`config.mk`:
```
export PLATFORM = sky130hd
export DESIGN_NAME = irq_prio_unit
export DESIGN_NICKNAME = d
export VERILOG_FILES = /design/src/rtl/irq_prio_pkg.sv /design/src/rtl/irq_mask_bank.sv /design/src/rtl/irq_prio_pick.sv /design/src/rtl/irq_prio_unit.sv
export SDC_FILE = /design/constraint.sdc
export NUM_CORES = 1
export LEC_CHECK = 0
export BUFFER_PORTS_ARGS = -buffer_cell sky130_fd_sc_hd__clkbuf_2
export CORE_ASPECT_RATIO = 0.75
export CORE_MARGIN = 10
export CORE_UTILIZATION = 45
export DETAILED_ROUTE_END_ITERATION = 7
export PLACE_DENSITY_LB_ADDON = 0.3
export SYNTH_ARGS = -nofsm -noshare
export SYNTH_HDL_FRONTEND = slang
export SYNTH_SLANG_ARGS = --single-unit
```
`constraint.sdc`:
```
create_clock -name clk -period 3.2 [get_ports clk]
set_clock_uncertainty 0.1 [all_clocks]
set_input_delay 0.16 -clock clk [delete_from_list [all_inputs] [get_ports clk]]
set_output_delay 0.16 -clock clk [all_outputs]
set_load 0.005 [all_outputs]
```
`src/rtl/irq_prio_pkg.sv`:
```
package irq_prio_pkg;
    localparam int DATA_W = 32;
    localparam int IDX_W  = 5;
    localparam int ADDR_W = 4;
    localparam int NUM_KIND = 3;
    localparam logic [ADDR_W-1:0] PRIO_ADDR = 4'hC;

    typedef enum logic [1:0] {
        KIND_TMR = 2'd0,
        KIND_HW  = 2'd1,
        KIND_SW  = 2'd2,
        KIND_NONE = 2'd3
    } kind_e;

    typedef enum logic [1:0] {
        OP_MASK = 2'd0,
        OP_SET  = 2'd1,
        OP_CLR  = 2'd2,
        OP_ACT  = 2'd3
    } op_e;

    typedef struct packed {
        logic             any;
        logic [IDX_W-1:0] idx;
    } pick_t;

    typedef struct packed {
        logic  in_class;
        logic  is_prio;
        kind_e kind;
        op_e   op;
    } dec_t;

    function automatic dec_t decode_addr(input logic [ADDR_W-1:0] a);
        dec_t d;
        d.kind     = kind_e'(a[3:2]);
        d.op       = op_e'(a[1:0]);
        d.in_class = (a[3:2] != 2'd3);
        d.is_prio  = (a == PRIO_ADDR);
        return d;
    endfunction

    function automatic logic [DATA_W-1:0] pack_prio(input pick_t t,
                                                    input pick_t h,
                                                    input pick_t w);
        logic [DATA_W-1:0] v;
        v        = '0;
        v[0]     = t.any;
        v[1]     = h.any;
        v[2]     = w.any;
        v[12:8]  = t.idx;
        v[20:16] = h.idx;
        v[28:24] = w.idx;
        return v;
    endfunction
endpackage

```
`src/rtl/irq_mask_bank.sv`:
```
module irq_mask_bank #(
    parameter int NUM_SRC = 32
) (
    input  logic               clk,
    input  logic               rst,
    input  logic               wr_dir,
    input  logic               wr_set,
    input  logic               wr_clr,
    input  logic [NUM_SRC-1:0] wdata,
    input  logic [NUM_SRC-1:0] status,
    output logic [NUM_SRC-1:0] mask,
    output logic [NUM_SRC-1:0] active
);
    always_ff @(posedge clk) begin
        if (rst) begin
            mask <= '0;
        end else if (wr_dir) begin
            mask <= wdata;
        end else if (wr_set) begin
            mask <= mask | wdata;
        end else if (wr_clr) begin
            mask <= mask & ~wdata;
        end
    end

    assign active = status & mask;


    set_bits_chk: assert property (@(posedge clk) disable iff (rst)
        wr_set |=> ((mask & $past(wdata)) == $past(wdata)));


    clr_bits_chk: assert property (@(posedge clk) disable iff (rst)
        wr_clr |=> ((mask & $past(wdata)) == '0));


    set_keeps_chk: assert property (@(posedge clk) disable iff (rst)
        wr_set |=> ((mask & $past(mask)) == $past(mask)));


    hold_mask_chk: assert property (@(posedge clk) disable iff (rst)
        !(wr_dir || wr_set || wr_clr) |=> $stable(mask));
endmodule

```
`src/rtl/irq_prio_pick.sv`:
```
module irq_prio_pick
    import irq_prio_pkg::*;
#(
    parameter int NUM_SRC = 32
) (
    input  logic               clk,
    input  logic               rst,
    input  logic [NUM_SRC-1:0] req,
    output pick_t              pick
);
    always_comb begin
        pick = '0;
        for (int i = NUM_SRC - 1; i >= 0; i--) begin
            if (req[i]) begin
                pick.any = 1'b1;
                pick.idx = IDX_W'(i);
            end
        end
    end


    pick_valid_chk: assert property (@(posedge clk) disable iff (rst)
        pick.any |-> req[pick.idx]);


    pick_lowest_chk: assert property (@(posedge clk) disable iff (rst)
        pick.any |-> ((req & ((NUM_SRC'(1) << pick.idx) - NUM_SRC'(1))) == '0));


    pick_idle_chk: assert property (@(posedge clk) disable iff (rst)
        (req == '0) |-> (!pick.any && pick.idx == '0));
endmodule

```
`src/rtl/irq_prio_unit.sv`:
```
module irq_prio_unit
    import irq_prio_pkg::*;
#(
    parameter int NUM_SRC = 32
) (
    input  logic               clk,
    input  logic               rst,
    input  logic [NUM_SRC-1:0] tmr_status,
    input  logic [NUM_SRC-1:0] hw_status,
    input  logic [NUM_SRC-1:0] sw_status,
    input  logic [ADDR_W-1:0]  addr,
    input  logic               wr_en,
    input  logic [DATA_W-1:0]  wr_data,
    input  logic               rd_en,
    output logic [DATA_W-1:0]  rd_data,
    output logic [NUM_SRC-1:0] tmr_active,
    output logic [NUM_SRC-1:0] hw_active,
    output logic [NUM_SRC-1:0] sw_active,
    output logic               irq_out
);
    dec_t               dec;
    logic [NUM_SRC-1:0] stat_a [NUM_KIND];
    logic [NUM_SRC-1:0] mask_a [NUM_KIND];
    logic [NUM_SRC-1:0] act_a  [NUM_KIND];
    pick_t              pick_a [NUM_KIND];
    logic [DATA_W-1:0]  prio_word;
    logic [DATA_W-1:0]  rd_next;

    assign dec = decode_addr(addr);

    assign stat_a[KIND_TMR] = tmr_status;
    assign stat_a[KIND_HW]  = hw_status;
    assign stat_a[KIND_SW]  = sw_status;

    for (genvar k = 0; k < NUM_KIND; k++) begin : g_kind
        logic sel;
        assign sel = wr_en && dec.in_class && (dec.kind == kind_e'(k));

        irq_mask_bank #(.NUM_SRC(NUM_SRC)) i_bank (
            .clk    (clk),
            .rst    (rst),
            .wr_dir (sel && dec.op == OP_MASK),
            .wr_set (sel && dec.op == OP_SET),
            .wr_clr (sel && dec.op == OP_CLR),
            .wdata  (wr_data[NUM_SRC-1:0]),
            .status (stat_a[k]),
            .mask   (mask_a[k]),
            .active (act_a[k])
        );

        irq_prio_pick #(.NUM_SRC(NUM_SRC)) i_pick (
            .clk  (clk),
            .rst  (rst),
            .req  (act_a[k]),
            .pick (pick_a[k])
        );
    end

    assign tmr_active = act_a[KIND_TMR];
    assign hw_active  = act_a[KIND_HW];
    assign sw_active  = act_a[KIND_SW];

    assign prio_word = pack_prio(pick_a[KIND_TMR], pick_a[KIND_HW], pick_a[KIND_SW]);
    assign irq_out   = pick_a[KIND_TMR].any | pick_a[KIND_HW].any | pick_a[KIND_SW].any;

    always_comb begin
        rd_next = '0;
        if (dec.is_prio) begin
            rd_next = prio_word;
        end else if (dec.in_class) begin
            case (dec.op)
                OP_MASK: rd_next[NUM_SRC-1:0] = mask_a[dec.kind];
                OP_ACT:  rd_next[NUM_SRC-1:0] = act_a[dec.kind];
                default: rd_next = '0;
            endcase
        end
    end

    always_ff @(posedge clk) begin
        if (rst) begin
            rd_data <= '0;
        end else if (rd_en) begin
            rd_data <= rd_next;
        end
    end


    irq_tmr_chk: assert property (@(posedge clk) disable iff (rst)
        (tmr_active != '0) |-> irq_out);


    irq_idle_chk: assert property (@(posedge clk) disable iff (rst)
        ((tmr_active | hw_active | sw_active) == '0) |-> !irq_out);


    rd_hold_chk: assert property (@(posedge clk) disable iff (rst)
        !rd_en |=> $stable(rd_data));


    prio_wr_chk: assert property (@(posedge clk) disable iff (rst)
        (wr_en && dec.is_prio) |=> (mask_a[KIND_TMR] == $past(mask_a[KIND_TMR])
                                   && mask_a[KIND_HW] == $past(mask_a[KIND_HW])
                                   && mask_a[KIND_SW] == $past(mask_a[KIND_SW])));
endmodule

```
==> results by group <==
STA
  – Fin. max-slew vios: 0
  – Slew of the pin with the lowest slew margin: 0.870 ns
  – Setup TNS: 0 ns
  – Final-report setup violation count: 0
  – Min Clock Period, post-route: 2.82 ns
  – Maximum clock frequency: 354 MHz
  – Final Hold Viols: 0
  – Max-slew headroom: 41.8%
  – Fin crit share: 88.3%
  – Unrepaired setup endpoints after global routing: false
  – Final worst setup slack: 0.375 ns
  – Final hold slack: 0.0948 ns

Yosys
  – Synth top area share: 31.7%
  – Syn. warnings: 0
  – Simple-gate share of the synthesized area: 24.0%
  – Sequential share of the synthesized area: 31.7%
  – Main combinational cell family by area after synthesis: compound AO/OA/AOI/OAI gates
  – Mean Syn Cell Area: 6.82 um2
  – XOR/XNOR share of the synthesized area: 0%
  – Adder-Cell Fraction of Synth Area: 0.619%
  – Synthesized cell area: 8090 um2
  – #FFs+latches synth: 128
  – Async S/R FF share, synth: 0%
  – Mux cell area share after synthesis: 4.49%
  – Compound-cell area share of the yosys netlist: 31.8%
  – Post-Syn Instances: 1185
  – Main synth FF type: dfxtp_1
  – Syn_nets: 1325
  – Post-synth EDFFs: 0
  – Yosys top cell by area: dfxtp_1
  – Synth top area cells: dfxtp_1 (32%), nand2_1 (11%), o21ai_0 (11%), a21oi_1 (8.5%), mux2i_1 (4.2%)
  – Yosys cell types: 70

Critical path
  – Critical setup path kind: register to output pin
  – Worst setup EP type: output pin
  – R2r endpoint: rd_data[2]
  – FF-to-FF path depth: 6
  – Required time of the critical path: 2.94 ns
  – CP max FO: 4
  – Startpoint types: register
  – Arr. time, crit path: 2.56 ns
  – R2R setup slack: 0.96 ns

Global route
  – Pin count of the biggest net entering global routing: 65
  – Global-route usage over all layers: 32.1%
  – Initial antenna violation count: 0
  – First-pass GRT wire length: 60.1 mm
  – Grt ovf: 0
  – Vias in the first global route: 10024

Pwr
  – Final Power: 0.00451 W
  – Pwr/cell area: 427 nW/um2
  – Leakage: 4.99 nW
  – Peak supply drop: 0.272 mV

Place
  – Port Buffers: 264
  – DP HPWL: 30.3 mm
  – RD Place Congestion: 1.02
  – Pre-CTS WS: 0.929 ns

Route
  – Antenna Nets Post-Route: 0
  – DRC Markers: 0
  – Detailed-route wire length: 40.1 mm
  – Vias per cell: 6.19
  – Vias: 10576
  – First drt pass iteration count: 6
  – DR WL/cell: 23.5 um
  – DR iter-0 viols: 1941

Clocking
  – CTS Buffer Depth: 2
  – Clk Latency, worst-skew pair: 0.43 ns
  – Max H-tree Level: 4
  – CTS tree: built
  – Worst-path clk slew: 0.06 ns
  – Clock Sink Count: 128
  – Root Buffer: clkbuf_16
  – Num CTS Buffers: 17

Run
  – Max Cap Violations: 0

Worst hold path
  – Worst Hold End: rd_data[8]
  – Worst min-delay path class: input pin to register
  – Hold path cells: 3
  – Hold Crit Start: tmr_status[2]

Finish
  – Antenna diodes: 0
  – Final nets: 1593
  – Fin util: 59.9%
  – Layout cells sized above 1: 23.1%
  – Synth-to-Final Area Change: 30.9%
  – Leading cell types in the layout, fill and taps excluded: clkbuf_2 (263), nand2_1 (237), o21ai_0 (171)
  – Commonest non-fill, non-tap cell in the layout: clkbuf_2

Floorplan
  – Initial Utilization: 45.8%
  – Core ar.: 17700 um2
  – Rows: 42
  – Die W: 175 um
  – Die ar.: 23800 um2
  – Chip height: 136 um
  – IO Count: 265

Outcome
  – Outcome: finished, final reports clean
routing by layer:
metal / up-vias / global-route usage [%] / part of all wire [%]
met5: - / 0 / 0
met2: 870 / 47.8 / 42
li1: 4766 / - / -
met3: 81 / 11.4 / 16
met4: 0 / 9.72 / 2.1
met1: 4859 / 42.8 / 40
cell usage after synthesis (3+ instances only):
cell       number
nand2_1       237
o21ai_0       171
a21oi_1       137
dfxtp_1       128
inv_1          75
nor2_1         75
clkbuf_1       44
mux2i_1        34
a22oi_1        30
and2_1         27
o22ai_1        19
buf_2          18
nand3_1        18
nand4_1        10
nor3_1          9
a211oi_1        8
a31oi_1         8
nand2b_1        8
nor2b_1         8
a32oi_1         7
buf_4           7
a22o_1          6
nor4_1          6
o221ai_1        6
a311oi_1        5
and3_1          5
o2bb2ai_1       5
ha_1            4
o31ai_1         4
a221o_1         3
a221oi_1        3
a222oi_1        3
a31o_2          3
nand3b_1        3
nand4b_1        3
nor3b_1         3
or3_1           3
or4_1           3
where the power goes:
part | switching (W) | internal (W) | leakage, nW | total, W
clock network | 0.000798 | 0.00145 | 0.323 | 0.00225
logic | 0.000393 | 0.000223 | 3.63 | 0.000616
registers | 0.0000275 | 0.00162 | 1.03 | 0.00165
how the worst max path moves through the flow:
stage	to	slack, ns
floorplan	rd_data[0]	1.40
global placement	irq_out	0.99
detailed placement	irq_out	0.93
CTS	irq_out	0.47
global route	irq_out	0.28
finish	irq_out	0.38
logic make-up after synthesis:
logic type,Yosys count
AO/OA/AOI/OAI,438
AND/OR/NAND/NOR,432
buffers and inverters,147
flip-flops,128
multiplexers,36
adder cells (fa/ha/maj),4
final cells by class:
class / instances / area [um2]
clock inverter: 12 / 205
sequential: 128 / 2560
tap: 242 / 303
clock buffer: 20 / 467
fill: 1732 / 7070
multi-input combinational: 910 / 4930
inverter: 75 / 282
timing repair buffer: 321 / 1830
what timing repair did:
| action | in CTS | in global routing |
|---|---|---|
| hold endpoints to repair | 97 | 0 |
| setup buffers | 0 | 0 |
| gates resized for setup | 0 | 0 |
| hold buffers | 33 | 0 |
critical path, cell delays in order (launching register included):
cell	delay, ns
dfxtp_1	0.33
a22oi_1	0.46
nand3_1	0.17
or3_1	0.45
nor4_2	0.33
nand3_1	0.23
clkbuf_2	0.17
metrics by stage:
stage / std cells / area, um2
6_report: 1708 / 10600
5_1_grt: 1708 / 10600
4_1_cts: 1708 / 10600
3_5_place_dp: 1643 / 9580
3_3_place_gp: 1643 / 9580
2_1_floorplan: 1185 / 8090
No activity file was read; power rests on OpenSTA's default activity.
